File: src/rtl/apg_pkg.sv
// Shared types for the antiphase pulse generator.
package apg_pkg;
    // Target of a write on the configuration port.
    typedef enum logic {
        SEL_PERIOD = 1'b0,
        SEL_WIDTH  = 1'b1
    } wsel_e;
endpackage

File: src/rtl/apg_timebase.sv
// Up-down time-base counter.
// Counts 0..prd_act and back down to 1, then returns to 0.
// Assumes prd_act only changes on the edge that leaves count 0.
module apg_timebase #(
    parameter int CNT_W = 16
) (
    input  logic             clk,
    input  logic             rst_n,
    input  logic [CNT_W-1:0] prd_act,
    output logic [CNT_W-1:0] cnt,
    output logic             cnt_up,
    output logic             at_zero,
    output logic             at_peak
);
    // Decode the bottom and the top of the triangle.
    always_comb begin
        at_zero = (cnt == '0);
        at_peak = cnt_up && (cnt >= prd_act);
    end

    // Step the counter and turn its direction at either end.
    always_ff @(posedge clk) begin
        if (!rst_n) begin
            cnt    <= '0;
            cnt_up <= 1'b1;
        end else if (at_zero) begin
            cnt    <= CNT_W'(1);
            cnt_up <= 1'b1;
        end else if (at_peak) begin
            cnt    <= cnt - 1'b1;
            cnt_up <= 1'b0;
        end else if (cnt_up) begin
            cnt    <= cnt + 1'b1;
        end else begin
            cnt    <= cnt - 1'b1;
        end
    end

    // the count never passes the active peak.
    p_cnt_bound_r1: assert property (@(posedge clk) disable iff (!rst_n)
        cnt <= prd_act);
    // reaching the peak while rising turns the counter downward.
    p_turn_at_peak_r1: assert property (@(posedge clk) disable iff (!rst_n)
        (cnt_up && cnt == prd_act) |=> !cnt_up);
endmodule

File: src/rtl/apg_shadow.sv
// Holding and working registers for the peak count and the width.
// Writes go to the holding copies. At the bottom of the triangle a valid
// pair is copied into the working set, and the B threshold is derived
// there as peak minus width. An invalid pair is refused: the outputs are
// held low and a sticky error is raised.
module apg_shadow #(
    parameter int CNT_W      = 16,
    parameter int RST_PERIOD = 30000,
    parameter int RST_WIDTH  = 180
) (
    input  logic             clk,
    input  logic             rst_n,
    input  logic             wr_en,
    input  apg_pkg::wsel_e   wr_sel,
    input  logic [CNT_W-1:0] wr_data,
    input  logic             at_zero,
    output logic [CNT_W-1:0] prd_act,
    output logic [CNT_W-1:0] cmpa_act,
    output logic [CNT_W-1:0] cmpb_act,
    output logic             load_ok,
    output logic             hold,
    output logic             cfg_err
);
    localparam logic [CNT_W-1:0] P0 = CNT_W'(RST_PERIOD);
    localparam logic [CNT_W-1:0] W0 = CNT_W'(RST_WIDTH);

    logic [CNT_W-1:0] prd_sh;
    logic [CNT_W-1:0] wid_sh;

    // the held pair is usable only if the two pulses stay separate.
    always_comb load_ok = (wid_sh != '0) && (prd_sh > wid_sh);

    // steer a write into the selected holding register.
    always_ff @(posedge clk) begin
        if (!rst_n) begin
            prd_sh <= P0;
            wid_sh <= W0;
        end else if (wr_en) begin
            if (wr_sel == apg_pkg::SEL_PERIOD) prd_sh <= wr_data;
            else                               wid_sh <= wr_data;
        end
    end

    // copy the held pair into the working set at the bottom, or refuse it.
    always_ff @(posedge clk) begin
        if (!rst_n) begin
            prd_act  <= P0;
            cmpa_act <= W0;
            cmpb_act <= P0 - W0;
            hold     <= 1'b0;
            cfg_err  <= 1'b0;
        end else if (at_zero) begin
            if (load_ok) begin
                prd_act  <= prd_sh;
                cmpa_act <= wid_sh;
                cmpb_act <= prd_sh - wid_sh;
                hold     <= 1'b0;
            end else begin
                hold     <= 1'b1;
                cfg_err  <= 1'b1;
            end
        end
    end

    // the working set is stable on every edge away from the bottom.
    p_active_stable_r5: assert property (@(posedge clk) disable iff (!rst_n)
        !at_zero |=> ($stable(prd_act) && $stable(cmpa_act) && $stable(cmpb_act)));
    // once raised, the error flag stays raised.
    p_err_sticky_r7: assert property (@(posedge clk) disable iff (!rst_n)
        cfg_err |=> cfg_err);
endmodule

File: src/rtl/apg_action.sv
// Output action registers. Line A is set at the bottom and cleared when the
// rising count meets the A threshold. Line B is set at the top and cleared
// when the falling count meets the B threshold. The strobes are registered
// so that each one lines up with the rise of its pulse.
module apg_action #(
    parameter int CNT_W = 16
) (
    input  logic             clk,
    input  logic             rst_n,
    input  logic [CNT_W-1:0] cnt,
    input  logic             cnt_up,
    input  logic             at_zero,
    input  logic             at_peak,
    input  logic [CNT_W-1:0] cmpa_act,
    input  logic [CNT_W-1:0] cmpb_act,
    input  logic             load_ok,
    input  logic             hold,
    output logic             pulse_a,
    output logic             pulse_b,
    output logic             zero_evt,
    output logic             prd_evt
);
    // drive line A from the bottom event and the A threshold.
    always_ff @(posedge clk) begin
        if (!rst_n)                          pulse_a <= 1'b0;
        else if (at_zero)                    pulse_a <= load_ok;
        else if (cnt_up && cnt == cmpa_act)  pulse_a <= 1'b0;
    end

    // drive line B from the top event and the B threshold.
    always_ff @(posedge clk) begin
        if (!rst_n)                          pulse_b <= 1'b0;
        else if (at_peak)                    pulse_b <= !hold;
        else if (!cnt_up && cnt == cmpb_act) pulse_b <= 1'b0;
    end

    // register the one-clock triangle strobes.
    always_ff @(posedge clk) begin
        if (!rst_n) begin
            zero_evt <= 1'b0;
            prd_evt  <= 1'b0;
        end else begin
            zero_evt <= at_zero;
            prd_evt  <= at_peak;
        end
    end

    // each strobe lasts a single clock.
    p_zero_one_clk_r4: assert property (@(posedge clk) disable iff (!rst_n)
        zero_evt |=> !zero_evt);
    p_prd_one_clk_r4: assert property (@(posedge clk) disable iff (!rst_n)
        prd_evt |=> !prd_evt);
    // line A rises only together with the bottom strobe.
    p_a_rise_zero_r2: assert property (@(posedge clk) disable iff (!rst_n)
        $rose(pulse_a) |-> zero_evt);
    // line B rises only together with the top strobe, and never overlaps A.
    p_b_rise_peak_r3: assert property (@(posedge clk) disable iff (!rst_n)
        $rose(pulse_b) |-> prd_evt);
    p_no_overlap_r3: assert property (@(posedge clk) disable iff (!rst_n)
        !(pulse_a && pulse_b));
endmodule

File: src/rtl/antiphase_pulse_gen.sv
// Top level of the antiphase constant-width pulse generator.
// Ties the time base, the holding/working registers and the output actions
// together. Assumes a single clock domain and a synchronous active-low reset.
module antiphase_pulse_gen #(
    parameter int CNT_W      = 16,
    parameter int RST_PERIOD = 30000,
    parameter int RST_WIDTH  = 180
) (
    input  logic             clk,
    input  logic             rst_n,
    input  logic             wr_en,
    input  logic             wr_sel,
    input  logic [CNT_W-1:0] wr_data,
    output logic             pulse_a,
    output logic             pulse_b,
    output logic             zero_evt,
    output logic             prd_evt,
    output logic             cfg_err
);
    logic [CNT_W-1:0] cnt;
    logic             cnt_up;
    logic             at_zero;
    logic             at_peak;
    logic [CNT_W-1:0] prd_act;
    logic [CNT_W-1:0] cmpa_act;
    logic [CNT_W-1:0] cmpb_act;
    logic             load_ok;
    logic             hold;
    apg_pkg::wsel_e   sel_typed;

    // Give the raw select bit its typed meaning.
    always_comb sel_typed = apg_pkg::wsel_e'(wr_sel);

    apg_timebase #(.CNT_W(CNT_W)) u_tb (
        .clk(clk), .rst_n(rst_n), .prd_act(prd_act),
        .cnt(cnt), .cnt_up(cnt_up), .at_zero(at_zero), .at_peak(at_peak)
    );

    apg_shadow #(.CNT_W(CNT_W), .RST_PERIOD(RST_PERIOD), .RST_WIDTH(RST_WIDTH)) u_sh (
        .clk(clk), .rst_n(rst_n), .wr_en(wr_en), .wr_sel(sel_typed),
        .wr_data(wr_data), .at_zero(at_zero), .prd_act(prd_act),
        .cmpa_act(cmpa_act), .cmpb_act(cmpb_act), .load_ok(load_ok),
        .hold(hold), .cfg_err(cfg_err)
    );

    apg_action #(.CNT_W(CNT_W)) u_act (
        .clk(clk), .rst_n(rst_n), .cnt(cnt), .cnt_up(cnt_up),
        .at_zero(at_zero), .at_peak(at_peak), .cmpa_act(cmpa_act),
        .cmpb_act(cmpb_act), .load_ok(load_ok), .hold(hold),
        .pulse_a(pulse_a), .pulse_b(pulse_b), .zero_evt(zero_evt),
        .prd_evt(prd_evt)
    );

    // a refused configuration keeps both lines low.
    p_hold_low_r7: assert property (@(posedge clk) disable iff (!rst_n)
        hold |-> (!pulse_a && !pulse_b));
endmodule

File: config.mk
export PLATFORM = sky130hd
export DESIGN_NAME = antiphase_pulse_gen
export DESIGN_NICKNAME = d
export VERILOG_FILES = /design/src/rtl/apg_pkg.sv /design/src/rtl/apg_timebase.sv /design/src/rtl/apg_shadow.sv /design/src/rtl/apg_action.sv /design/src/rtl/antiphase_pulse_gen.sv
export SDC_FILE = /design/constraint.sdc
export NUM_CORES = 1
export LEC_CHECK = 0
export BUFFER_PORTS_ARGS = -buffer_cell sky130_fd_sc_hd__buf_2
export CELL_PAD_IN_SITES_DETAIL_PLACEMENT = 2
export CELL_PAD_IN_SITES_GLOBAL_PLACEMENT = 2
export CORE_ASPECT_RATIO = 0.5
export CORE_MARGIN = 2
export CORE_UTILIZATION = 40
export DETAILED_ROUTE_END_ITERATION = 8
export PLACE_DENSITY_LB_ADDON = 0.1
export SYNTH_ARGS = -nofsm -noshare
export SYNTH_HDL_FRONTEND = slang
export SYNTH_SLANG_ARGS = --single-unit
File: constraint.sdc
create_clock -name clk -period 5.8 [get_ports clk]
set_input_delay 0.87 -clock clk [delete_from_list [all_inputs] [get_ports clk]]
set_output_delay 0.87 -clock clk [all_outputs]
set_load 0.01 [all_outputs]
==> results.tsv <==
metric	value	unit
HPWL Detailed	14100	um
Combinational Power Share	19.4	%
Pwr Density	282	mW/mm^2
Syn Inst Count	725	
setup TNS	0	ns
register bit count reported by yosys	103	
Synth top area share	35.9	%
Internal Dissipation	1.18	mW
total wire length	18800	um
Die H	88.8	um
global route overflow	0	
Critical Path RT	6.06	ns
worst r2r src	u_sh.prd_sh[0]	
hold path depth	1	
Worst Setup End Kind	flip-flop	
Avg WL per Cell	20.5	um
Post-synth EDFFs	0	
Hold EP	u_sh.cfg_err	
Top delay family on crit path	compound AO/OA/AOI/OAI gates	
first-pass GRT wire length	29800	um
Placement Rows	30	
largest net degree at the start of global routing	52	
outcome	completed	
Reg2Reg Depth	10	
area growth from synthesis to layout	8.64	%
Layout fillers	1583	
Worst-Margin Slew	0.881	ns
Distinct cells, synth	54	
vias in the first global route	5213	
CTS Buf Count	9	
Worst-path clk slew	0.08	ns
kind of critical path	reg2reg	
Synthesis Warnings	0	
hold slack	0.464	ns
Sw Ratio	32.9	%
Total Die Area	0.0154	sq mm
Placer Congestion	0.850	
Total Nets Final	776	
Worst setup SP type	flip-flop	
Worst slew margin	41.2	%
Hold Startpoint	u_sh.cfg_err	
CP max-delay cell	fa_1	
detailed router's first-iteration violation count	331	
vias post-DR	5096	
clk sinks	103	
fin crit period	3.15	ns
max-slew violation count	0	
clock power share	35.1	%
Post-Syn Area per Cell	7.93	sq um
CTS Buffer Depth	2	
syn_nets	780	
register area	0.00206	sq mm
largest vdd supply drop	161	uV
cell taking the most area after synthesis	dfxtp_1	
share of synthesized flip-flops with an asynchronous set or reset	0	%
Core Area	0.0138	sq mm
sequential power share	45.5	%
sw power	0.581	mW
total track usage	25.5	%
Worst R2R Setup Slack	2.65	ns
n_diodes	0	
Hold Violations, Final	0	
Pre-antenna DRT Iters	4	
layout cells sized above 1	7.44	%
max-cap violation count	0	
Buf/Inv on CP	2	
Setup Viol. Count Final	0	
drc violations	0	
initial core utilization	41.7	%
CP Max Fanout	51	
max incr delay on CP	0.41	ns
clk root buf	clkbuf_16	
most area-consuming cells after synthesis	dfxtp_1 36%, nand2_1 11%, ha_1 7.4%	
total setup buffers inserted after CTS	0	
CTS tree	built	
initial antenna violation count	0	
DRT antenna net count	0	
CP arrival	3.41	ns
Core Util, Final	45.3	%
worst-path cell chain	inv_1 > ha_1 > fa_1 > nand2b_1 > a211oi_1 > o21ai_1 > a211o_1 > buf_4 > and2_0 > a311o_1	
RSZ-0062 raised after global routing	no	
H-tree levels	3	
Fmax achieved	0.317	GHz
clk_lat worst skew	0.37	ns
cell area after synthesis	0.00575	sq mm
leakage	2.51	nW
Seq/Total Area, Yosys	35.9	%
FF-to-FF End	u_sh.cmpb_act[3]	
Post-synth top flop	dfxtp_1	
hold buffer count at CTS	0	
buffers added on ports	24	
# IOs	25	
routed vias/inst	5.55	
Chip Width	174	um
period utilization	54.4	%
multi-input logic area	0.00332	sq mm
number of gates resized after cts	0	
hold crit path type	reg2reg	
clk_skew	0.0113	ns
[worst reg2reg max path, delay by kind of cell, from the launching register on]
kind	cells	cell delay, ns
compound gates	4	1.28
fa+ha+maj	2	0.61
simple gates	2	0.44
flops	1	0.38
buf+inv	2	0.34
[per-layer routing]
metal | share of wire, % | GRT usage (%)
met1 | 54 | 37.7
met2 | 42 | 39.7
met3 | 3.0 | 4.04
met4 | 0.54 | 4.62
met5 | 0 | 0
[cell families after synthesis]
family          count (synthesis)  synth area share [%]
mux                            30                  5.23
simple gates                  291                  23.4
compound gates                136                  14.9
flops                         103                  35.9
buf+inv                        88                  6.40
fa+ha+maj                      35                  7.75
xor+xnor                       42                  6.40
[worst max path at each step]
stage | start | endpoint | cells after the start
3_3_place_gp | u_sh.wid_sh[9] | u_sh.cmpb_act[3] | 9
5_1_grt | u_sh.prd_sh[0] | u_sh.cmpa_act[1] | 10
6_report | u_sh.prd_sh[0] | u_sh.cmpb_act[3] | 10
3_5_place_dp | u_sh.prd_sh[0] | u_sh.cmpb_act[3] | 10
2_1_floorplan | u_tb.cnt[0] | u_tb.cnt[10] | 10
4_1_cts | u_sh.prd_sh[0] | u_sh.cmpb_act[3] | 10
[power by group through the flow]
stage          registers [mW]  clock network (mW)  logic (mW)
6_report                0.803               0.618       0.343
5_1_grt                 0.809               0.663       0.383
4_1_cts                 0.802               0.635       0.344
3_5_place_dp            0.818                   0       0.342
3_3_place_gp            0.815                   0       0.327
2_1_floorplan           0.798                   0       0.250
[cell usage in the layout (no fill, tap or decap), types with 3 or more instances in the layout]
master,count
buf_2,24
nor2_1,26
and4_1,3
buf_4,7
a21o_1,5
a21oi_1,62
o21ai_0,14
and3_1,5
mux2i_1,30
a211oi_1,9
nor2b_1,4
dfxtp_1,103
nand3b_1,4
inv_8,3
o21a_1,4
clkbuf_16,9
nand2b_1,16
or4_1,3
nand2_1,162
xnor2_1,24
nand4_1,9
and2_1,3
ha_1,34
o211ai_1,22
inv_1,41
xor2_1,18
o21bai_1,3
nor4_1,11
nand3_1,25
nor3_1,10
[state kept, by name, summed over array words and instances (netlist names)]
| register | cells |
|---|---|
| u_sh.cmpa_act | 16 |
| u_sh.prd_sh | 16 |
| u_tb.cnt_up | 1 |
| u_act.zero_evt | 1 |
| u_act.prd_evt | 1 |
| u_sh.wid_sh | 16 |
| u_sh.cmpb_act | 16 |
| u_sh.prd_act | 16 |
| u_act.pulse_b | 1 |
| u_tb.cnt | 16 |
| u_sh.hold | 1 |
| u_act.pulse_a | 1 |
| u_sh.cfg_err | 1 |
[final cells by class]
class	count	area share, %
Clock inverter	7	0.982
Timing Repair Buffer	31	2.77
Sequential cell	103	33.0
Inverter	42	2.53
Multi-Input combinational cell	534	53.2
Tap cell	192	3.85
Clock buffer	9	3.61
[Yosys cell counts (4+ instances only)]
| cell | n |
|---|---|
| a211oi_1 | 9 |
| a21o_1 | 5 |
| a21oi_1 | 62 |
| and3_1 | 5 |
| buf_2 | 12 |
| clkbuf_1 | 30 |
| dfxtp_1 | 103 |
| ha_1 | 34 |
| inv_1 | 41 |
| mux2i_1 | 30 |
| nand2_1 | 162 |
| nand2b_1 | 16 |
| nand3_1 | 25 |
| nand3b_1 | 4 |
| nand4_1 | 9 |
| nor2_1 | 26 |
| nor2b_1 | 4 |
| nor3_1 | 10 |
| nor4_1 | 11 |
| o211ai_1 | 22 |
| o21a_1 | 4 |
| o21ai_0 | 14 |
| xnor2_1 | 24 |
| xor2_1 | 18 |
[metrics by stage]
| stage | instances | instance area [sq um] | power, mW | setup WS (ns) |
|---|---|---|---|---|
| floorplan | 725 | 5750 | 1.05 | 3.07 |
| global placement | 902 | 5960 | 1.14 | 2.77 |
| detailed placement | 902 | 5960 | 1.16 | 2.67 |
| CTS | 918 | 6240 | 1.78 | 2.65 |
| global route | 918 | 6240 | 1.85 | 2.34 |
| finish | 918 | 6240 | 1.76 | 2.65 |
No activity file was read; power rests on OpenSTA's default activity.
